<file path="config.mk">
export PLATFORM = sky130hd
export DESIGN_NAME = ddr2_init_seq
export DESIGN_NICKNAME = d
export VERILOG_FILES = /design/src/rtl/ddr2_init_pkg.sv /design/src/rtl/ddr2_init_step_table.sv /design/src/rtl/ddr2_init_gap_timer.sv /design/src/rtl/ddr2_init_pwr_timer.sv /design/src/rtl/ddr2_init_cmd_enc.sv /design/src/rtl/ddr2_init_seq.sv
export SDC_FILE = /design/constraint.sdc
export NUM_CORES = 1
export LEC_CHECK = 0
export BUFFER_PORTS_ARGS = -buffer_cell sky130_fd_sc_hd__buf_2
export CAP_MARGIN = 20
export CELL_PAD_IN_SITES_DETAIL_PLACEMENT = 1
export CELL_PAD_IN_SITES_GLOBAL_PLACEMENT = 1
export CORE_ASPECT_RATIO = 1.2
export CORE_MARGIN = 2
export CORE_UTILIZATION = 41
export CTS_CLUSTER_SIZE = 28
export DETAILED_ROUTE_END_ITERATION = 12
export PLACE_DENSITY = 0.89
export SYNTH_ARGS = -nofsm -noshare
export SYNTH_HDL_FRONTEND = slang
export SYNTH_SLANG_ARGS = --single-unit
</file>
<file path="constraint.sdc">
create_clock -name clk_i -period 7.6 [get_ports clk_i]
set_input_delay 1.14 -clock clk_i [delete_from_list [all_inputs] [get_ports clk_i]]
set_output_delay 1.14 -clock clk_i [all_outputs]
set_load 0.005 [all_outputs]
</file>
<file path="src/rtl/ddr2_init_pkg.sv">
package ddr2_init_pkg;

    localparam int NUM_CS    = 2;
    localparam int STEP_W    = 4;
    localparam int LAST_STEP = 11;

    // Address bits with a fixed meaning in the mode-register writes
    localparam int BIT_PALL   = 10;
    localparam int BIT_DLLRST = 8;
    localparam int BIT_DLLDIS = 0;
    localparam int OCD_LSB    = 7;

    typedef enum logic [2:0] {
        CMD_DESEL,
        CMD_NOP,
        CMD_PALL,
        CMD_MODE,
        CMD_REF
    } cmd_e;

    typedef enum logic [3:0] {
        ASRC_ZERO,
        ASRC_PALL,
        ASRC_EMR2,
        ASRC_EMR3,
        ASRC_EMR_DLLON,
        ASRC_MR_RESET,
        ASRC_MR_RUN,
        ASRC_EMR_OCDDEF,
        ASRC_EMR_OCDEXIT
    } asrc_e;

    typedef enum logic [2:0] {
        GAP_CKE,
        GAP_RP,
        GAP_MRD,
        GAP_RFC,
        GAP_DLL
    } gap_e;

    typedef enum logic [1:0] {
        ST_IDLE,
        ST_READY,
        ST_RUN,
        ST_DONE
    } fsm_e;

    typedef struct packed {
        cmd_e       cmd;
        logic [1:0] ba;
        asrc_e      asrc;
        gap_e       gap;
    } step_t;

endpackage

</file>
<file path="src/rtl/ddr2_init_step_table.sv">
module ddr2_init_step_table
    import ddr2_init_pkg::*;
(
    input  logic [STEP_W-1:0] step_i,
    output step_t             step_o
);

    always_comb begin
        step_o = '{cmd: CMD_NOP, ba: 2'b00, asrc: ASRC_ZERO, gap: GAP_CKE};
        case (step_i)
            4'd0:  step_o = '{cmd: CMD_NOP,  ba: 2'b00, asrc: ASRC_ZERO,        gap: GAP_CKE};
            4'd1:  step_o = '{cmd: CMD_PALL, ba: 2'b00, asrc: ASRC_PALL,        gap: GAP_RP};
            4'd2:  step_o = '{cmd: CMD_MODE, ba: 2'b10, asrc: ASRC_EMR2,        gap: GAP_MRD};
            4'd3:  step_o = '{cmd: CMD_MODE, ba: 2'b11, asrc: ASRC_EMR3,        gap: GAP_MRD};
            4'd4:  step_o = '{cmd: CMD_MODE, ba: 2'b01, asrc: ASRC_EMR_DLLON,   gap: GAP_MRD};
            4'd5:  step_o = '{cmd: CMD_MODE, ba: 2'b00, asrc: ASRC_MR_RESET,    gap: GAP_MRD};
            4'd6:  step_o = '{cmd: CMD_PALL, ba: 2'b00, asrc: ASRC_PALL,        gap: GAP_RP};
            4'd7:  step_o = '{cmd: CMD_REF,  ba: 2'b00, asrc: ASRC_ZERO,        gap: GAP_RFC};
            4'd8:  step_o = '{cmd: CMD_REF,  ba: 2'b00, asrc: ASRC_ZERO,        gap: GAP_RFC};
            4'd9:  step_o = '{cmd: CMD_MODE, ba: 2'b00, asrc: ASRC_MR_RUN,      gap: GAP_DLL};
            4'd10: step_o = '{cmd: CMD_MODE, ba: 2'b01, asrc: ASRC_EMR_OCDDEF,  gap: GAP_MRD};
            4'd11: step_o = '{cmd: CMD_MODE, ba: 2'b01, asrc: ASRC_EMR_OCDEXIT, gap: GAP_MRD};
            default: ;
        endcase
    end

endmodule

</file>
<file path="src/rtl/ddr2_init_gap_timer.sv">
module ddr2_init_gap_timer
    import ddr2_init_pkg::*;
#(
    parameter int CKE_CYC = 100,
    parameter int RP_CYC  = 4,
    parameter int MRD_CYC = 2,
    parameter int RFC_CYC = 32,
    parameter int DLL_CYC = 200
) (
    input  logic clk_i,
    input  logic rst_i,
    input  logic load_i,
    input  gap_e sel_i,
    output logic expired_o
);

    localparam int M1   = (CKE_CYC > RP_CYC)  ? CKE_CYC : RP_CYC;
    localparam int M2   = (M1 > MRD_CYC)      ? M1      : MRD_CYC;
    localparam int M3   = (M2 > RFC_CYC)      ? M2      : RFC_CYC;
    localparam int MAXC = (M3 > DLL_CYC)      ? M3      : DLL_CYC;
    localparam int CW   = $clog2(MAXC + 1);

    logic [CW-1:0] cnt_d, cnt_q;
    logic [CW-1:0] len;

    always_comb begin
        case (sel_i)
            GAP_RP:  len = CW'(RP_CYC - 1);
            GAP_MRD: len = CW'(MRD_CYC - 1);
            GAP_RFC: len = CW'(RFC_CYC - 1);
            GAP_DLL: len = CW'(DLL_CYC - 1);
            default: len = CW'(CKE_CYC - 1);
        endcase
        if (load_i) begin
            cnt_d = len;
        end else if (cnt_q != '0) begin
            cnt_d = cnt_q - 1'b1;
        end else begin
            cnt_d = cnt_q;
        end
    end

    always_ff @(posedge clk_i) begin
        if (rst_i) begin
            cnt_q <= '0;
        end else begin
            cnt_q <= cnt_d;
        end
    end

    assign expired_o = (cnt_q == '0);

endmodule

</file>
<file path="src/rtl/ddr2_init_pwr_timer.sv">
module ddr2_init_pwr_timer #(
    parameter int LIMIT = 50000
) (
    input  logic clk_i,
    input  logic rst_i,
    output logic reached_o
);

    localparam int CW = $clog2(LIMIT + 1);

    logic [CW-1:0] cnt_d, cnt_q;

    always_comb begin
        cnt_d = (cnt_q == CW'(LIMIT)) ? cnt_q : cnt_q + 1'b1;
    end

    always_ff @(posedge clk_i) begin
        if (rst_i) begin
            cnt_q <= '0;
        end else begin
            cnt_q <= cnt_d;
        end
    end

    assign reached_o = (cnt_q == CW'(LIMIT));

endmodule

</file>
<file path="src/rtl/ddr2_init_cmd_enc.sv">
module ddr2_init_cmd_enc
    import ddr2_init_pkg::*;
(
    input  cmd_e              cmd_i,
    input  logic              rank_i,
    output logic [NUM_CS-1:0] cs_n_o,
    output logic              ras_n_o,
    output logic              cas_n_o,
    output logic              we_n_o
);

    logic sel;

    always_comb begin
        sel = (cmd_i != CMD_DESEL);
        case (cmd_i)
            CMD_PALL: {ras_n_o, cas_n_o, we_n_o} = 3'b010;
            CMD_MODE: {ras_n_o, cas_n_o, we_n_o} = 3'b000;
            CMD_REF:  {ras_n_o, cas_n_o, we_n_o} = 3'b001;
            default:  {ras_n_o, cas_n_o, we_n_o} = 3'b111;
        endcase
    end

    for (genvar g = 0; g < NUM_CS; g++) begin : g_cs
        assign cs_n_o[g] = !(sel && (rank_i == 1'(g)));
    end

endmodule

</file>
<file path="src/rtl/ddr2_init_seq.sv">
module ddr2_init_seq
    import ddr2_init_pkg::*;
#(
    parameter int ADDR_W      = 14,
    parameter int CLK_MHZ     = 250,
    parameter int T_STABLE_US = 200,
    parameter int T_CKE_NS    = 400,
    parameter int T_RP_CYC    = 4,
    parameter int T_MRD_CYC   = 2,
    parameter int T_RFC_CYC   = 32,
    parameter int T_DLL_CYC   = 200
) (
    input  logic              clk_i,
    input  logic              rst_i,
    input  logic              start_i,
    input  logic              dll_locked_i,
    input  logic              two_ranks_i,
    input  logic [ADDR_W-1:0] mr_i,
    input  logic [ADDR_W-1:0] emr_i,
    input  logic [ADDR_W-1:0] emr2_i,
    input  logic [ADDR_W-1:0] emr3_i,
    output logic              cke_o,
    output logic [1:0]        cs_n_o,
    output logic              ras_n_o,
    output logic              cas_n_o,
    output logic              we_n_o,
    output logic [1:0]        ba_o,
    output logic [ADDR_W-1:0] addr_o,
    output logic              busy_o,
    output logic              done_o,
    output logic              aref_en_o
);

    localparam int STABLE_CYC = CLK_MHZ * T_STABLE_US;
    localparam int CKE_CYC    = (T_CKE_NS * CLK_MHZ + 999) / 1000;

    localparam logic [ADDR_W-1:0] M_PALL   = ADDR_W'(1) << BIT_PALL;
    localparam logic [ADDR_W-1:0] M_DLLRST = ADDR_W'(1) << BIT_DLLRST;
    localparam logic [ADDR_W-1:0] M_DLLDIS = ADDR_W'(1) << BIT_DLLDIS;
    localparam logic [ADDR_W-1:0] M_OCD    = ADDR_W'(7) << OCD_LSB;

    typedef struct packed {
        fsm_e              fsm;
        logic [STEP_W-1:0] step;
        logic              rank;
        logic              two;
        logic              cke;
        cmd_e              cmd;
        logic [1:0]        ba;
        logic [ADDR_W-1:0] addr;
    } regs_t;

    regs_t r_d, r_q;

    logic              stable_ok;
    logic              tmr_expired;
    logic              tmr_load;
    logic              issue;
    logic [STEP_W-1:0] issue_step;
    logic              issue_rank;
    step_t             stp;
    logic [ADDR_W-1:0] op_addr;
    logic [ADDR_W-1:0] emr_base;

    ddr2_init_pwr_timer #(.LIMIT(STABLE_CYC)) i_pwr (
        .clk_i     (clk_i),
        .rst_i     (rst_i),
        .reached_o (stable_ok)
    );

    ddr2_init_gap_timer #(
        .CKE_CYC (CKE_CYC),
        .RP_CYC  (T_RP_CYC),
        .MRD_CYC (T_MRD_CYC),
        .RFC_CYC (T_RFC_CYC),
        .DLL_CYC (T_DLL_CYC)
    ) i_gap (
        .clk_i     (clk_i),
        .rst_i     (rst_i),
        .load_i    (tmr_load),
        .sel_i     (stp.gap),
        .expired_o (tmr_expired)
    );

    ddr2_init_step_table i_tbl (
        .step_i (issue_step),
        .step_o (stp)
    );

    ddr2_init_cmd_enc i_enc (
        .cmd_i   (r_q.cmd),
        .rank_i  (r_q.rank),
        .cs_n_o  (cs_n_o),
        .ras_n_o (ras_n_o),
        .cas_n_o (cas_n_o),
        .we_n_o  (we_n_o)
    );

    // Next step / rank selection
    always_comb begin
        issue      = 1'b0;
        issue_step = r_q.step;
        issue_rank = r_q.rank;
        case (r_q.fsm)
            ST_READY: begin
                if (dll_locked_i && stable_ok) begin
                    issue      = 1'b1;
                    issue_step = '0;
                    issue_rank = 1'b0;
                end
            end
            ST_RUN: begin
                if (tmr_expired) begin
                    if (r_q.step != STEP_W'(LAST_STEP)) begin
                        issue      = 1'b1;
                        issue_step = r_q.step + 1'b1;
                    end else if (!r_q.rank && r_q.two) begin
                        issue      = 1'b1;
                        issue_step = '0;
                        issue_rank = 1'b1;
                    end
                end
            end
            default: ;
        endcase
    end

    // Operand for the selected step
    always_comb begin
        emr_base = emr_i & ~(M_DLLDIS | M_OCD);
        case (stp.asrc)
            ASRC_PALL:        op_addr = M_PALL;
            ASRC_EMR2:        op_addr = emr2_i;
            ASRC_EMR3:        op_addr = emr3_i;
            ASRC_EMR_DLLON:   op_addr = emr_base;
            ASRC_MR_RESET:    op_addr = mr_i | M_DLLRST;
            ASRC_MR_RUN:      op_addr = mr_i & ~M_DLLRST;
            ASRC_EMR_OCDDEF:  op_addr = emr_base | M_OCD;
            ASRC_EMR_OCDEXIT: op_addr = emr_base;
            default:          op_addr = '0;
        endcase
    end

    // Next-state computation
    always_comb begin
        r_d      = r_q;
        tmr_load = 1'b0;
        case (r_q.fsm)
            ST_IDLE: begin
                if (start_i) begin
                    r_d.fsm = ST_READY;
                    r_d.two = two_ranks_i;
                end
            end
            ST_READY: begin
                if (issue) begin
                    r_d.fsm = ST_RUN;
                    r_d.cke = 1'b1;
                end
            end
            ST_RUN: begin
                if (tmr_expired && !issue) begin
                    r_d.fsm = ST_DONE;
                end
            end
            default: ;
        endcase

        r_d.cmd  = (r_d.fsm == ST_RUN) ? CMD_NOP : CMD_DESEL;
        r_d.ba   = '0;
        r_d.addr = '0;
        if (issue) begin
            r_d.step = issue_step;
            r_d.rank = issue_rank;
            r_d.cmd  = stp.cmd;
            r_d.ba   = stp.ba;
            r_d.addr = op_addr;
            tmr_load = 1'b1;
        end
    end

    always_ff @(posedge clk_i) begin
        if (rst_i) begin
            r_q <= '{fsm: ST_IDLE, step: '0, rank: 1'b0, two: 1'b0, cke: 1'b0,
                     cmd: CMD_DESEL, ba: '0, addr: '0};
        end else begin
            r_q <= r_d;
        end
    end

    assign cke_o     = r_q.cke;
    assign ba_o      = r_q.ba;
    assign addr_o    = r_q.addr;
    assign busy_o    = (r_q.fsm == ST_READY) || (r_q.fsm == ST_RUN);
    assign done_o    = (r_q.fsm == ST_DONE);
    assign aref_en_o = (r_q.fsm == ST_DONE);

endmodule

</file>
==> summary by stage <==
Outcome
The run finished with clean final reports.

Finish
The synthesis-to-layout area growth is 13.69%. The final layout net count is 516. The final antenna diode count is 0. After routing the design area is 0.003616 mm². Counting the fill cells in the layout gives 928. The fraction of layout cells with a size suffix above 1 is 25.50%.

Once layout is complete, the utilization of the core stands at 47.45%.

Floorplanning
The floorplan step set the die width to 84.40 µm. The total number of placement rows is 35. The vertical die dimension is 100.5 µm. The area of the die is 0.008481 mm². For this configuration, the core starts out at a cell density of 41.74%. The I/O pin count is 86. The standard cell core area is 0.007620 mm².

GRT
The global-route wire length before repair is 14,310 µm. The number of antenna violations at the first check in global routing is 0. Summed over all layers, the global routing overflow is 0. The number of global-route vias before repair was 3,091.

The total routing resource utilization after global routing is 20.65%. The pin count of the biggest net entering global routing is 36.

Logic synthesis
The most instantiated flip-flop cell in the synthesis netlist is sky130_fd_sc_hd__dfxtp_1. The Yosys step of the flow raised 0 warnings. The netlist area before placement is 0.003181 mm². The async set-or-reset flop fraction in the synthesized netlist is 0%.

sky130_fd_sc_hd__dfxtp_1 takes more of the synthesized area than any other cell. The number of different library cells used by synthesis comes to 60. The instance count of the mapped netlist is 388. The commonest cells after synthesis are sky130_fd_sc_hd__dfxtp_1, sky130_fd_sc_hd__a21oi_1, sky130_fd_sc_hd__nor2_1, sky130_fd_sc_hd__nand2_1. The synthesized design contains 0 enable-type register cells. In the post-synthesis netlist, the biggest area contributors are sky130_fd_sc_hd__dfxtp_1, sky130_fd_sc_hd__a21oi_1, sky130_fd_sc_hd__nor2_1, sky130_fd_sc_hd__nand2_1, sky130_fd_sc_hd__buf_4.

The most frequent cell after synthesis is sky130_fd_sc_hd__dfxtp_1. Averaged over all synthesized cells, the footprint is 8.197 µm². The share of the yosys chip area belonging to registers is 32.73%. The share of synthesized area in the top cell type comes to 32.73%. The net count after synthesis is 458. The number of storage elements in the synthesis netlist is 52.

CTS
The number of clock buffers added by TritonCTS is 5. Post-CTS timing repair inserted 0 buffers for setup. The H-tree was split into 2 levels. The clock transition at the registers of the reported paths is 0.10 ns. The clock sink total is 52.

The cts-stage hold buffer count is 0. TritonCTS built the clock tree. The maximum root-to-sink buffer count is 2.

The count of instances resized after the clock tree is built is 0. The root buffer cell is sky130_fd_sc_hd__clkbuf_8. The worst-skew pair later-pin latency is 0.31 ns.

Drt
The total length of routed wires is 8974 µm. Across all layers, the routed design uses 3,102 vias. For this run, design rule violations remaining after detail routing come to 0.

Before antenna repair, the detailed router went through 5 iterations. The count of nets left with antenna violations once routing finished came out at 0. In the routed layout, each cell is associated on average with a via count of 5.755. The DRC marker count from the first detailed-route iteration is 128. Dividing the detail-routed wire length by the instance count gives 16.65 µm.

Setup path
Data on the critical path arrives at its endpoint at 3.62 ns. The setup slack of the most critical reg-to-reg path is 4.19 ns. The launching element type of the critical path is a flop.

The critical path endpoint category is a flop. The depth of the most critical reg-to-reg path is 10. Along the worst path, the maximum fanout reaches 19. The critical path starts at i_gap.cnt_q[0]. The most critical setup path has its endpoint at addr_o[8]. The required arrival time at the worst endpoint is 7.81 ns.

The worst register-to-register path ends at addr_o[8]. The worst setup path is of the reg -> reg kind. The critical register-to-register path startpoint is i_gap.cnt_q[0].

Hold path
The class of the most critical hold timing path is reg -> reg.

Placement
The count of buffers inserted at the top-level ports is 80. The total cell area at the placement stage is 0.003518 mm². The placed wire-length estimate after detailed placement is 6918 µm. Routability-driven placement finished with a final weighted congestion of 0.8166.

Timing
The number of hold violations in the final report is 0. The period utilization is 44.89%. Setup repair after global routing left no endpoint under its margin. Based on the critical path, the design can be clocked at up to 293.1 MHz. At the pin with the least slew margin, the transition time is 1.050 ns.

The routed design could run at a clock period as short as 3.411 ns. The worst pin sits at a relative slew slack of 29.66%. Setup violations remaining at the end of the flow were counted as 0. The clock skew after layout is 0.01212 ns. The number of pins exceeding their max-slew limit in the final report is 0.

Setup total negative slack on the finished layout was measured at 0 ns.

Pwr
The maximum vdd drop is 0.1129 mV. The power density over cell area is 184.3 mW/mm². Summed over all cells, the static leakage comes to 1.410 nW.

Job
Max-cap violations in this run came to 0.
## sequential cells by signal, summed over array words and instances, names as in the netlist
signal,count
addr_o,14
ba_o,2
cke_o,1
i_gap.cnt_q,8
i_pwr.cnt_q,16
r_q,11
## critical path: stages (launching register included)
cell and delay (ns):
sky130_fd_sc_hd__dfxtp_1 0.36, sky130_fd_sc_hd__inv_1 0.12, sky130_fd_sc_hd__ha_1 0.18, sky130_fd_sc_hd__nor3b_2 0.53
sky130_fd_sc_hd__o211ai_1 0.27, sky130_fd_sc_hd__a22oi_1 0.27, sky130_fd_sc_hd__and2_1 0.72, sky130_fd_sc_hd__nand3_1 0.28
sky130_fd_sc_hd__o211ai_1 0.17, sky130_fd_sc_hd__buf_4 0.23, sky130_fd_sc_hd__o21ba_2 0.18
## cell type report
type / count / area, µm² / share of cell area, %
Clock buffer: 6 / 82.58 / 2.284
Inverter: 15 / 56.30 / 1.557
Multi-Input combinational cell: 290 / 1891 / 52.28
Clock inverter: 2 / 15.01 / 0.4152
Tap cell: 92 / 115.1 / 3.183
Timing Repair Buffer: 82 / 415.4 / 11.49
Sequential cell: 52 / 1041 / 28.79
## where the power goes
part	leakage, nW	total, mW	switching, mW	internal (mW)
clock	0.0434	0.169	0.0954	0.0740
combinational	0.945	0.183	0.102	0.0807
sequential	0.421	0.314	0.0230	0.291
## routing by layer
metal / global-route usage, % / vias up / share of wire [%]
met5: 0 / - / 0
met4: 5.372 / 0 / 1.3
met3: 3.030 / 9 / 4.2
met2: 41.88 / 74 / 55
met1: 22.00 / 1498 / 40
li1: - / 1521 / -
## cells by family (layout without fill, tap and decap cells)
family          count (synthesis)  after routing  synth area share [%]
buf+inv                        46            105                 7.829
simple gates                  150            150                 24.98
compound gates                107            107                 23.49
mux                            11             11                 3.855
xor+xnor                       13             13                 3.580
flops                          52             52                 32.73
fa+ha+maj                       9              9                 3.541
## worst min-delay path by stage
stage / depth (start not counted) / to / start
3_3_place_gp: 2 / cke_o / cke_o
4_1_cts: 2 / cke_o / cke_o
3_5_place_dp: 2 / cke_o / cke_o
2_1_floorplan: 2 / r_q[20] / r_q[20]
6_report: 2 / cke_o / cke_o
5_1_grt: 2 / cke_o / cke_o
## cells in the final DEF, fill, tap and decap left out, types with 5 or more instances in the layout
master and count:
sky130_fd_sc_hd__xor2_1 9, sky130_fd_sc_hd__nand4_1 5, sky130_fd_sc_hd__a211oi_1 6, sky130_fd_sc_hd__clkbuf_8 6, sky130_fd_sc_hd__dfxtp_1 52, sky130_fd_sc_hd__a222oi_1 9
sky130_fd_sc_hd__mux2_2 10, sky130_fd_sc_hd__nor2b_1 5, sky130_fd_sc_hd__nand3_1 17, sky130_fd_sc_hd__buf_2 80, sky130_fd_sc_hd__nor3_1 10, sky130_fd_sc_hd__o21ai_0 12
sky130_fd_sc_hd__o211ai_1 6, sky130_fd_sc_hd__inv_1 15, sky130_fd_sc_hd__a21oi_1 38, sky130_fd_sc_hd__nand2_1 35, sky130_fd_sc_hd__ha_1 9, sky130_fd_sc_hd__or3_1 8
sky130_fd_sc_hd__nor2_1 36
## per-stage QoR
step           std cells  total power [mW]  worst slack [ns]  hold WS, ns
6_report             539            0.6663             4.189       0.4734
3_3_place_gp         531            0.4929             4.132       0.4442
4_1_cts              539            0.6700             4.197       0.4826
5_1_grt              539            0.7063             3.907       0.5165
2_1_floorplan        388            0.4537             4.670       0.4448
3_5_place_dp         531            0.5025             4.086       0.4574
No activity file was read; power rests on OpenSTA's default activity.
